<file path="src/rtl/blink_pkg.sv">
package blink_pkg;

  localparam int NUM_EVT = 7;
  localparam int IDX_W   = $clog2(NUM_EVT);

  typedef struct packed {
    logic             released;  // flag let go (high impedance)
    logic             blink;     // toggling pattern active
    logic [IDX_W-1:0] idx;       // event shown when blinking
  } mode_t;

  localparam mode_t MODE_OFF  = '{released: 1'b1, blink: 1'b0, idx: '0};
  localparam mode_t MODE_HOLD = '{released: 1'b0, blink: 1'b0, idx: '0};

  // toggle rate in tenths of a hertz, index = event bit
  function automatic int unsigned rate_dhz(int idx);
    case (idx)
      1:       return 62;
      2:       return 82;
      3:       return 102;
      4:       return 128;
      5:       return 142;
      6:       return 162;
      default: return 41;
    endcase
  endfunction

  // half period in clock cycles, rounded to nearest
  function automatic int unsigned half_cycles(int unsigned clk_hz, int idx);
    longint unsigned num;
    longint unsigned den;
    num = longint'(clk_hz) * 10 + longint'(rate_dhz(idx));
    den = 2 * longint'(rate_dhz(idx));
    return int'(num / den);
  endfunction

endpackage

</file>
<file path="src/rtl/blink_prio_sel.sv">
module blink_prio_sel
  import blink_pkg::*;
(
  input  logic               in_valid_i,
  input  logic               chg_en_i,
  input  logic [NUM_EVT-1:0] evt_i,
  input  logic               eoc_keep_i,
  output mode_t              mode_o
);

  logic [NUM_EVT-1:0] evt_eff;
  logic [IDX_W-1:0]   top_idx;
  logic               any_evt;

  assign evt_eff = evt_i | {{(NUM_EVT-1){1'b0}}, eoc_keep_i};

  // last hit wins, so the highest bit (fastest rate) has priority
  always_comb begin
    top_idx = '0;
    any_evt = 1'b0;
    for (int i = 0; i < NUM_EVT; i++) begin
      if (evt_eff[i]) begin
        top_idx = IDX_W'(i);
        any_evt = 1'b1;
      end
    end
  end

  always_comb begin
    if (!in_valid_i)                mode_o = MODE_OFF;
    else if (!chg_en_i || !any_evt) mode_o = MODE_HOLD;
    else mode_o = '{released: 1'b0, blink: 1'b1, idx: top_idx};
  end

endmodule

</file>
<file path="src/rtl/blink_rate_gen.sv">
module blink_rate_gen
  import blink_pkg::*;
#(
  parameter int unsigned CLK_HZ = 1_000_000
) (
  input  logic  clk_i,
  input  logic  rst_ni,
  input  mode_t mode_i,
  output mode_t mode_o,
  output logic  pull_low_o
);

  localparam int unsigned HALF_MAX = half_cycles(CLK_HZ, 0);
  localparam int          CNT_W    = $clog2(HALF_MAX + 1);
  localparam int          LUT_N    = 2 ** IDX_W;

  logic [CNT_W-1:0] half_lut [LUT_N];

  for (genvar g = 0; g < LUT_N; g++) begin : g_lut
    assign half_lut[g] = CNT_W'(half_cycles(CLK_HZ, g));
  end

  mode_t            mode_q;
  logic [CNT_W-1:0] cnt_q;
  logic             phase_q;  // 1 = pulling low
  logic [CNT_W-1:0] last_cnt;

  assign last_cnt = half_lut[mode_q.idx] - CNT_W'(1);

  always_ff @(posedge clk_i or negedge rst_ni) begin
    if (!rst_ni) begin
      mode_q  <= MODE_OFF;
      cnt_q   <= '0;
      phase_q <= 1'b0;
    end else begin
      mode_q <= mode_i;
      if (mode_i != mode_q) begin
        // new pattern starts with a full low half
        cnt_q   <= '0;
        phase_q <= 1'b1;
      end else if (cnt_q == last_cnt) begin
        cnt_q   <= '0;
        phase_q <= ~phase_q;
      end else begin
        cnt_q <= cnt_q + CNT_W'(1);
      end
    end
  end

  assign mode_o     = mode_q;
  assign pull_low_o = mode_q.released ? 1'b0 : (mode_q.blink ? phase_q : 1'b1);

endmodule

</file>
<file path="src/rtl/blink_status_flag.sv">
module blink_status_flag
  import blink_pkg::*;
#(
  parameter int unsigned CLK_HZ = 1_000_000
) (
  input  logic               clk_i,
  input  logic               rst_ni,
  input  logic               in_valid_i,
  input  logic               chg_en_i,
  input  logic [NUM_EVT-1:0] evt_i,
  output logic               pull_low_o
);

  logic  eoc_keep_q;
  mode_t next_mode;
  mode_t shown_mode;

  // end of charge stays shown until the supply goes away
  always_ff @(posedge clk_i or negedge rst_ni) begin
    if (!rst_ni)          eoc_keep_q <= 1'b0;
    else if (!in_valid_i) eoc_keep_q <= 1'b0;
    else if (evt_i[0])    eoc_keep_q <= 1'b1;
  end

  blink_prio_sel u_sel (
    .in_valid_i (in_valid_i),
    .chg_en_i   (chg_en_i),
    .evt_i      (evt_i),
    .eoc_keep_i (eoc_keep_q),
    .mode_o     (next_mode)
  );

  blink_rate_gen #(.CLK_HZ(CLK_HZ)) u_gen (
    .clk_i      (clk_i),
    .rst_ni     (rst_ni),
    .mode_i     (next_mode),
    .mode_o     (shown_mode),
    .pull_low_o (pull_low_o)
  );

endmodule

</file>
<file path="config.mk">
export PLATFORM = sky130hd
export DESIGN_NAME = blink_status_flag
export DESIGN_NICKNAME = d
export VERILOG_FILES = /design/src/rtl/blink_pkg.sv /design/src/rtl/blink_prio_sel.sv /design/src/rtl/blink_rate_gen.sv /design/src/rtl/blink_status_flag.sv
export SDC_FILE = /design/constraint.sdc
export NUM_CORES = 1
export LEC_CHECK = 0
export ABC_AREA = 1
export BUFFER_PORTS_ARGS = -buffer_cell sky130_fd_sc_hd__buf_2
export CORE_ASPECT_RATIO = 2
export CORE_MARGIN = 3
export CORE_UTILIZATION = 48
export CTS_CLUSTER_SIZE = 40
export DETAILED_ROUTE_END_ITERATION = 8
export PLACE_DENSITY = 0.68
export SKIP_CTS_REPAIR_TIMING = 1
export SYNTH_ARGS = -nofsm -noshare
export SYNTH_HDL_FRONTEND = slang
export SYNTH_SLANG_ARGS = --single-unit
</file>
<file path="constraint.sdc">
create_clock -name clk_i -period 2.4 [get_ports clk_i]
set_clock_uncertainty 0.05 [all_clocks]
set_input_delay 0 -clock clk_i [delete_from_list [all_inputs] [get_ports clk_i]]
set_output_delay 0 -clock clk_i [all_outputs]
set_load 0.01 [all_outputs]
</file>
==> reports/results.txt, run 1 <==
min cycle time layout - 2.23 ns
initial antenna violation count - 0
placeable core region - 0.00372 mm^2
number of synthesized flops with an enable pin - 0
unique cell type count in the Yosys netlist - 28
leakage - 0.00106 uW
antenna-violating nets left - 0
Initial Util - 0.511
clock share of power - 0.344
slew margin rel. - 0.631
run status - complete, no violations
Cells after Synth - 277
Worst path max stage delay - 0.45 ns
slowest CP cell - dfrtp_2
Final Worst Setup Slack - 0.165 ns
Avg Cell Area, Syn - 6.87 um^2
Final Instance Area - 0.00226 mm^2
Hold Crit Class - in -> reg
area of placed instances - 0.00206 mm^2
Pwr per Cell Area - 439 mW/mm^2
most frequent cells in the layout - 78 x nand2_1, 36 x inv_1, 26 x nor2_1
fin cells - 353
Mapped Area - 0.00190 mm^2
final net count - 323
# placed instances - 344
final WL - 4720 um
Max FO, Critical Path - 7
Worst Tran Pin Value - 0.554 ns
Int Power - 725 uW
NetSw - 270 uW
MaxCap Viol Count - 0
Primary FF master, synth - dfrtp_1
TritonCTS Buffers - 3
share of cells above drive strength 1 - 0.217
DRC viols - 0
worst skew pair latency - 0.26 ns
fmax - 447 MHz
commonest non-fill, non-tap cell in the layout - nand2_1
Flop pwr share - 0.426
r2r setup slk - 0.17 ns
Clock Path Buffers - 2
fillers - 369
Tot GR Track Use - 0.211
Crit. End Element - flop
CTS tree - done
GPL Wtd Cong - 0.940
maximum VDD drop - 0.647 mV
Die Span X - 50.5 um
pin count of the biggest net entering global routing - 25
dpl ws - 0.0542 ns
HPWL Detailed - 3810 um
H-tree Lvls - 1
CP most frequent cell - nand2_1
ANT cells - 0
vias after detailed routing - 1798
Setup CP Type - reg -> reg
worst path bufs/invs - 2
IO Pins - 12
CP required - 2.50 ns
vias in the first global route - 1787
Final Hold Viols - 0
Port Buffer Count - 11
sw frac - 0.271
first-pass GRT wire length - 7670 um
DIE AREA - 0.00480 mm^2
Layout area overhead - 19.1%
Die Y - 95.0 um
combinational power share - 0.231
FP Rows - 31
# setup viols final - 0
Clock Sinks - 24
Worst-path clk slew - 0.08 ns
Synth warnings - 0
final setup TNS - 0 ns
Worst Setup Start Kind - flop
DR WL/cell - 13.4 um
Seq cells post-synth - 24
Tcrit/Tclk final - 0.931
DR vias/cell - 5.09
Pre-Repair DR Iteration Count - 6
drt first-iter violations - 43
worst hold slack - 0.00266 ns
Mapped Nets - 295
cells along the critical path - inv_1 -> buf_4 -> ha_1 -> nand3_1 -> nor2_2 -> nand2_1 -> nand2_1 -> nand2_2 -> nor2_4 -> nand3_4 -> nand2_8 -> nor2_1
Slew Limit Fails - 0
Async SR Flop Fraction - 1.00
Root Buffer - clkbuf_8
share of the yosys chip area belonging to registers - 0.316
family with the most delay on the worst path - simple AND/OR/NAND/NOR gates
total gr overflow - 0
Worst EP arrival - 2.33 ns
==> power by group through the flow <==
stage	Sequential [uW]	Clock, uW	Combinational (uW)
after floorplan	430	0	140
after global placement	430	0	200
after detailed placement	430	0	202
after CTS	422	350	202
after global routing	424	366	261
final	423	342	229
==> worst paths after layout <==
path	depth (start not counted)	start	end
max reg2reg	12	u_gen.mode_o[1]	u_gen.cnt_q[0]
min reg2reg	2	u_gen.phase_q	u_gen.phase_q
min in group asynchronous	2	rst_ni	u_gen.cnt_q[3]
max	12	u_gen.mode_o[1]	u_gen.cnt_q[0]
max in group asynchronous	2	rst_ni	u_gen.mode_o[1]
min	4	evt_i[6]	u_gen.mode_o[0]
==> cells by family (layout without fill, tap and decap cells) <==
| group | Yosys count | count (layout) | synth area share |
|---|---|---|---|
| buffers and inverters | 41 | 67 | 0.0934 |
| AO/OA/AOI/OAI | 12 | 12 | 0.0336 |
| flip-flops | 24 | 24 | 0.316 |
| AND/OR/NAND/NOR | 173 | 174 | 0.418 |
| XOR/XNOR | 20 | 20 | 0.0921 |
| adder cells (fa/ha/maj) | 7 | 7 | 0.0461 |
==> synthesized netlist by cell type, drive strengths merged, types with 2 or more instances <==
master  number  area [um^2]
inv         38          143
nor2        42          203
ha           7         87.6
xnor2        3         26.3
nand3       26          143
o21ai        7         35.0
dfrtp       23          576
nand4        8         50.1
nor3         4         20.0
nand2       90          360
a21oi        3         15.0
buf          2         31.3
xor2        17          149
==> layout make-up <==
| type | instances | area [um^2] | area share |
|---|---|---|---|
| multi-input cells | 213 | 1220 | 0.537 |
| inverters | 38 | 143 | 0.0630 |
| clock inverters | 1 | 30.0 | 0.0133 |
| well taps | 49 | 61.3 | 0.0271 |
| clock buffers | 3 | 41.3 | 0.0182 |
| flip-flops and latches | 24 | 606 | 0.267 |
| repair buffers | 25 | 168 | 0.0740 |
==> stage by stage <==
step / power, uW / utilization
after global routing: 1050 / 0.608
after CTS: 974 / 0.572
final: 995 / 0.608
after floorplan: 570 / -
after detailed placement: 632 / 0.553
after global placement: 630 / 0.553
==> state kept, by name (all words and copies together) (netlist names) <==
name / flops
u_gen.cnt_q: 17
u_gen.phase_q: 1
eoc_keep_q: 1
u_gen.mode_o: 5
==> worst reg2reg max path: stages (launching register included) <==
cell     delay [ns]
dfrtp_2        0.45
inv_1          0.11
buf_4          0.13
ha_1           0.24
nand3_1        0.20
nor2_2         0.20
nand2_1        0.07
nand2_1        0.10
nand2_2        0.08
nor2_4         0.14
nand3_4        0.17
nand2_8        0.15
nor2_1         0.05
==> routing by layer <==
layer / vias to the layer above / share of wire / global-route usage
met4: 0 / 0.040 / 0.0921
met5: - / 0 / 0
met1: 824 / 0.36 / 0.208
met3: 15 / 0.021 / 0.0110
met2: 37 / 0.58 / 0.429
li1: 922 / - / -
Power figures use the tool's default switching activity.
==> run 2, diff against run 1 <==
--- a/config.mk
+++ b/config.mk
@@ -12,7 +12,7 @@
 export CORE_UTILIZATION = 48
 export CTS_CLUSTER_SIZE = 40
 export DETAILED_ROUTE_END_ITERATION = 8
-export PLACE_DENSITY = 0.68
+export PLACE_DENSITY = 0.65
 export SKIP_CTS_REPAIR_TIMING = 1
 export SYNTH_ARGS = -nofsm -noshare
 export SYNTH_HDL_FRONTEND = slang
==> constraint.sdc (replaced) <==
create_clock -name clk_i -period 2.25 [get_ports clk_i]
set_clock_uncertainty 0.05 [all_clocks]
set_input_delay 0 -clock clk_i [delete_from_list [all_inputs] [get_ports clk_i]]
set_output_delay 0 -clock clk_i [all_outputs]
set_load 0.01 [all_outputs]
==> run 2 against run 1 <==
Non-clock buffer count is 4 higher. Total power grew 10%. Fmax is 2.1% higher. Critical endpoint is now u_gen.cnt_q[8]. Routed wire length rose by 4.8%. Final area increased by 4.2%. Die area unchanged.
==> reports/results.txt, run 2 (synthesis results as in run 1) <==
run status - complete, no violations (unchanged)
CP required - 2.36 ns (was 2.50 ns)
leakage - 0.00110 uW (was 0.00106 uW)
H-tree Lvls - 1 (unchanged)
Final Hold Viols - 0 (unchanged)
# setup viols final - 0 (unchanged)
Max FO, Critical Path - 7 (unchanged)
Worst EP arrival - 2.30 ns (was 2.33 ns)
Die Span X - 50.5 um (unchanged)
Slew Limit Fails - 0 (unchanged)
Layout area overhead - 24.1% (was 19.1%)
Tcrit/Tclk final - 0.973 (was 0.931)
Hold Crit Depth - 5 (was 4)
r2r setup slk - 0.06 ns (was 0.17 ns)
first-pass GRT wire length - 7860 um (was 7670 um)
TritonCTS Buffers - 3 (unchanged)
placeable core region - 0.00372 mm^2 (unchanged)
IO Pins - 12 (unchanged)
Setup CP Type - reg -> reg (unchanged)
DRC viols - 0 (unchanged)
most frequent cells in the layout - 79 x nand2_1, 35 x inv_1, 24 x nand3_1 (was 78 x nand2_1, 36 x inv_1, 26 x nor2_1)
DR vias/cell - 5.09 (about the same)
Reg2Reg Depth - 14 (was 12)
maximum VDD drop - 0.451 mV (was 0.647 mV)
Clock Sinks - 24 (unchanged)
vias in the first global route - 1764 (was 1787)
Worst-path clk slew - 0.09 ns (was 0.08 ns)
Crit. End Element - flop (unchanged)
CTS tree - done (unchanged)
slew margin rel. - 0.638 (was 0.631)
area of placed instances - 0.00207 mm^2 (was 0.00206 mm^2)
Largest register FFs - 17 (unchanged)
Port Buffer Count - 11 (unchanged)
share of cells above drive strength 1 - 0.240 (was 0.217)
antenna-violating nets left - 0 (unchanged)
Die Y - 95.0 um (unchanged)
fmax - 457 MHz (was 447 MHz)
vias after detailed routing - 1817 (was 1798)
reg-to-reg critical path endpoint - u_gen.cnt_q[8] (was u_gen.cnt_q[0])
pin count of the biggest net entering global routing - 25 (unchanged)
hold path startpoint - evt_i[5] (was evt_i[6])
MaxCap Viol Count - 0 (unchanged)
commonest non-fill, non-tap cell in the layout - nand2_1 (unchanged)
total gr overflow - 0 (unchanged)
ANT cells - 0 (unchanged)
RSZ-0062 raised after global routing - true
Final Instance Area - 0.00236 mm^2 (was 0.00226 mm^2)
min cycle time layout - 2.19 ns (was 2.23 ns)
Final Power - 1100 uW (was 995 uW)
Pre-Repair DR Iteration Count - 4 (was 6)
final net count - 327 (was 323)
Pwr per Cell Area - 465 mW/mm^2 (was 439 mW/mm^2)
HPWL Detailed - 3870 um (was 3810 um)
DR WL/cell - 13.8 um (was 13.4 um)
Tot GR Track Use - 0.218 (was 0.211)
Largest Register - u_gen.cnt_q (unchanged)
Clock Path Buffers - 2 (unchanged)
drt first-iter violations - 45 (was 43)
FP Rows - 31 (unchanged)
Hold Crit Class - in -> reg (unchanged)
final WL - 4940 um (was 4720 um)
GPL Wtd Cong - 0.903 (was 0.940)
Worst Tran Pin Value - 0.544 ns (was 0.554 ns)
initial antenna violation count - 0 (unchanged)
Reg-to-Reg Start - u_gen.mode_o[1] (unchanged)
worst skew pair latency - 0.27 ns (was 0.26 ns)
DIE AREA - 0.00480 mm^2 (unchanged)
Worst Setup Start Kind - flop (unchanged)
Hold Path End - u_gen.mode_o[0] (unchanged)
Root Buffer - clkbuf_8 (unchanged)
Initial Util - 0.511 (unchanged)
fillers - 367 (was 369)
run 2: cell count changes in the layout (fill, tap and decap cells not counted), sizes merged:
cell         before  now
buf              22   25
dlygate4sd3       3    4
run 2: worst max-delay path: stages (launching register included):
cell	delay (ns)
dfrtp_1	0.43
buf_6	0.14
ha_4	0.16
nand2_4	0.08
nand2_4	0.06
ha_4	0.21
xnor2_1	0.12
nor2_1	0.09
nand2_1	0.07
nor2_2	0.11
nand3_2	0.09
nor2_4	0.12
nand3_4	0.17
nand2_8	0.16
nor2_2	0.04
run 2: stage by stage:
step	hold WS [ns]	TNS (ns)	setup slack, ns	util	instances
floorplan	-0.346	0	0.000971	-	277
global placement	-0.0464	0	0.0329	0.556	343
detailed placement	-0.0384	-0.141	-0.0442	0.556	343
CTS	-0.329	-0.475	-0.0674	0.575	347
global route	0.131	-0.966	-0.0706	0.634	357
finish	0.0770	0	0.0612	0.634	357
run 2: power breakdown:
| part | total (uW) | switching [uW] | internal (uW) |
|---|---|---|---|
| sequential | 450 | 8.93 | 441 |
| clock | 376 | 138 | 238 |
| combinational | 272 | 164 | 108 |
| total | 1100 | 312 | 787 |
run 2: worst max-delay path by stage:
stage                               start         endpoint  cells after the start  slack, ns
after floorplan           u_gen.mode_o[0]  u_gen.cnt_q[12]                     15      0.001
after global placement    u_gen.mode_o[1]   u_gen.cnt_q[2]                     13       0.03
after detailed placement  u_gen.mode_o[0]   u_gen.cnt_q[1]                     14      -0.04
after CTS                 u_gen.mode_o[0]   u_gen.cnt_q[1]                     14      -0.07
after global routing      u_gen.mode_o[2]   u_gen.cnt_q[8]                     13      -0.07
final                     u_gen.mode_o[1]   u_gen.cnt_q[8]                     14       0.06
run 2: cell type report:
type                            instances  area [um^2]  share of cell area
Clock buffer                            3         41.3              0.0175
Tap cell                               49         61.3              0.0260
Sequential cell                        24          603               0.256
Timing Repair Buffer                   29          208              0.0880
Inverter                               38          145              0.0615
Multi-Input combinational cell        213         1270               0.539
Clock inverter                          1         30.0              0.0127
run 2: layer usage:
metal  vias up  track usage  share of wire
li1        926            -              -
met1       820        0.220           0.38
met2        52        0.410           0.54
met3        19       0.0188          0.026
met4         0        0.144          0.053
met5         -            0              0
==> run 3, diff against run 2 <==
--- a/config.mk
+++ b/config.mk
@@ -7,12 +7,15 @@
 export LEC_CHECK = 0
 export ABC_AREA = 1
 export BUFFER_PORTS_ARGS = -buffer_cell sky130_fd_sc_hd__buf_2
+export CELL_PAD_IN_SITES_DETAIL_PLACEMENT = 1
+export CELL_PAD_IN_SITES_GLOBAL_PLACEMENT = 1
 export CORE_ASPECT_RATIO = 2
 export CORE_MARGIN = 3
-export CORE_UTILIZATION = 48
+export CORE_UTILIZATION = 44
 export CTS_CLUSTER_SIZE = 40
 export DETAILED_ROUTE_END_ITERATION = 8
-export PLACE_DENSITY = 0.65
+export MAX_ROUTING_LAYER = met4
+export PLACE_DENSITY_LB_ADDON = 0.1
 export SKIP_CTS_REPAIR_TIMING = 1
 export SYNTH_ARGS = -nofsm -noshare
 export SYNTH_HDL_FRONTEND = slang
==> run 3 against run 2 <==
The flow now finishes with violations (negative hold slack). Non-clock buffer count is 3 lower. Worst setup slack improved by 0.021 ns. Total power down 1.5%. Combinational power decreased by 7%. Core utilization fell by 7.6 points. Cell count did not move. Sequential power up 0.9%. Sequential cell count did not move. Worst hold slack got worse by 0.11 ns. Die area is 8.2% higher. Sequential share of layout area grew 0.76 points. First-iteration DRC count is 47% lower. Largest power group unchanged. Highest routed layer unchanged.
==> reports/results.txt, run 3 (synthesis results as in run 1) <==
run status - finished with violations (was complete, no violations)
failing checks - negative hold slack
vias in the first global route - 2011 (was 1764)
Slew Limit Fails - 0 (unchanged)
first-pass GRT wire length - 9160 um (was 7860 um)
Largest Register - u_gen.cnt_q (unchanged)
DR vias/cell - 5.21 (was 5.09)
Worst path max stage delay - 0.43 ns (about the same)
Clock Sinks - 24 (unchanged)
leakage - 0.00107 uW (was 0.00110 uW)
cells along the critical path - inv_2 -> ha_4 -> nand2_1 -> nand2_2 -> nand3_1 -> nor2_2 -> nand2_1 -> nand2_1 -> nand2_1 -> nor2_4 -> nand3_4 -> nand2_8 -> nor2_1 (was buf_6 -> ha_4 -> nand2_4 -> nand2_4 -> ha_4 -> xnor2_1 -> nor2_1 -> nand2_1 -> nor2_2 -> nand3_2 -> nor2_4 -> nand3_4 -> nand2_8 -> nor2_2)
worst hold slack - -0.0351 ns (was 0.0770 ns)
Worst Setup Start Kind - flop (unchanged)
Worst EP arrival - 2.28 ns (was 2.30 ns)
Reg area - 606 um^2 (was 603 um^2)
Hold Crit Class - in -> reg (unchanged)
DRC viols - 0 (unchanged)
Pre-Repair DR Iteration Count - 4 (unchanged)
worst path bufs/invs - 1 (unchanged)
Root Buffer - clkbuf_8 (unchanged)
pin count of the biggest net entering global routing - 25 (unchanged)
Util after Layout - 0.557 (was 0.634)
# setup viols final - 0 (unchanged)
Die Y - 99.0 um (was 95.0 um)
min cycle time layout - 2.17 ns (was 2.19 ns)
CP Capture Point - u_gen.cnt_q[1] (was u_gen.cnt_q[8])
share of cells above drive strength 1 - 0.230 (was 0.240)
Initial Util - 0.461 (was 0.511)
Reg2Reg Depth - 13 (was 14)
Setup crit start - u_gen.mode_o[1] (unchanged)
GPL Wtd Cong - 0.867 (was 0.903)
DIE AREA - 0.00520 mm^2 (was 0.00480 mm^2)
worst skew pair latency - 0.26 ns (was 0.27 ns)
CP most frequent cell - nand2_1
slew margin rel. - 0.637 (was 0.638)
slowest CP cell - dfrtp_2 (was dfrtp_1)
Int Power - 777 uW (was 787 uW)
fillers - 539 (was 367)
Worst Tran Pin Value - 0.544 ns (about the same)
vias after detailed routing - 1859 (was 1817)
Clock Path Buffers - 2 (unchanged)
Tcrit/Tclk final - 0.964 (was 0.973)
area of the multi-input gates - 0.00124 mm^2 (was 0.00127 mm^2)
Tot GR Track Use - 0.242 (was 0.218)
WP depth - 13 (was 14)
fmax - 461 MHz (was 457 MHz)
Final Hold Viols - 1 (was 0)
Die Span X - 52.5 um (was 50.5 um)
NetSw - 305 uW (was 312 uW)
HPWL Detailed - 4550 um (was 3870 um)
Flop pwr share - 0.419 (was 0.409)
Max FO, Critical Path - 7 (unchanged)
Largest register FFs - 17 (unchanged)
reg-to-reg critical path endpoint - u_gen.cnt_q[1] (was u_gen.cnt_q[8])
drt first-iter violations - 24 (was 45)
r2r setup slk - 0.08 ns (was 0.06 ns)
commonest non-fill, non-tap cell in the layout - nand2_1 (unchanged)
Pwr per Cell Area - 470 mW/mm^2 (was 465 mW/mm^2)
sw frac - 0.282 (was 0.284)
TritonCTS Buffers - 3 (unchanged)
family with the most delay on the worst path - simple AND/OR/NAND/NOR gates (unchanged)
Setup CP Type - reg -> reg (unchanged)
antenna-violating nets left - 0 (unchanged)
Layout area overhead - 21.0% (was 24.1%)
MaxCap Viol Count - 0 (unchanged)
H-tree Lvls - 1 (unchanged)
Reg-to-Reg Start - u_gen.mode_o[1] (unchanged)
CTS tree - done (unchanged)
RSZ-0062 raised after global routing - true (unchanged)
maximum VDD drop - 0.517 mV (was 0.451 mV)
DR WL/cell - 15.8 um (was 13.8 um)
combinational power share - 0.234 (was 0.248)
placeable core region - 0.00413 mm^2 (was 0.00372 mm^2)
IO Pins - 12 (unchanged)
final setup TNS - 0 ns (unchanged)
CP required - 2.36 ns (about the same)
FP Rows - 33 (was 31)
Crit. End Element - flop (unchanged)
most frequent cells in the layout - 80 x nand2_1, 35 x inv_1, 23 x nor2_1, 23 x nand3_1, 20 x dfrtp_1 (was 79 x nand2_1, 35 x inv_1, 24 x nand3_1)
final net count - 324 (was 327)
final WL - 5630 um (was 4940 um)
total gr overflow - 0 (unchanged)
Port Buffer Count - 11 (unchanged)
ANT cells - 0 (unchanged)
clock share of power - 0.346 (was 0.343)
Worst-path clk slew - 0.08 ns (was 0.09 ns)
initial antenna violation count - 0 (unchanged)
==> run 3: cell count changes in the layout (fill, tap and decap cells not counted), sizes merged <==
cell	change
buf	-2
dlygate4sd3	-1
==> run 3: stage by stage <==
stage                     std cells  power, uW  area, um^2  hold slack, ns  setup WS, ns
after detailed placement        348        684        2090         -0.0354       -0.0301
after global placement          348        678        2090         -0.0417        0.0203
after CTS                       352       1060        2160          -0.329       -0.0458
after floorplan                 277        613        1920          -0.346      0.000971
after global routing            357       1140        2300         0.00596       -0.0925
final                           357       1080        2300         -0.0351        0.0819
==> run 3: how the worst min path moves through the flow <==
stage | startpoint | endpoint | depth (start not counted)
after floorplan | rst_ni | eoc_keep_q | 0
after global placement | rst_ni | u_gen.cnt_q[9] | 1
after detailed placement | rst_ni | u_gen.cnt_q[9] | 1
after CTS | rst_ni | u_gen.cnt_q[9] | 1
after global routing | evt_i[6] | u_gen.mode_o[0] | 4
final | evt_i[6] | u_gen.mode_o[0] | 4
==> run 3: worst min-delay path: stages <==
cell,delay [ns]
buf_2,0.09
a21oi_1,0.05
nand2_1,0.07
inv_1,0.04
==> run 3: area by class of cell <==
type | count | share of cell area
Clock buffer | 3 | 0.0179
Clock inverter | 1 | 0.0131
Tap cell | 52 | 0.0283
Multi-Input combinational cell | 213 | 0.538
Inverter | 38 | 0.0631
Sequential cell | 24 | 0.263
Timing Repair Buffer | 26 | 0.0761
==> run 3: routing by layer <==
metal	global-route usage	vias up	wire (um)
met1	0.253	889	2050
met4	0.0906	0	212
met2	0.449	31	3290
met5	-	-	0
li1	-	923	-
met3	0.0136	16	80
==> run 3: power by group through the flow <==
stage | clock, uW | combinational (uW) | sequential, uW
floorplan | 0 | 153 | 459
global placement | 0 | 219 | 459
detailed placement | 0 | 225 | 460
CTS | 382 | 226 | 451
global route | 400 | 284 | 455
finish | 374 | 253 | 454
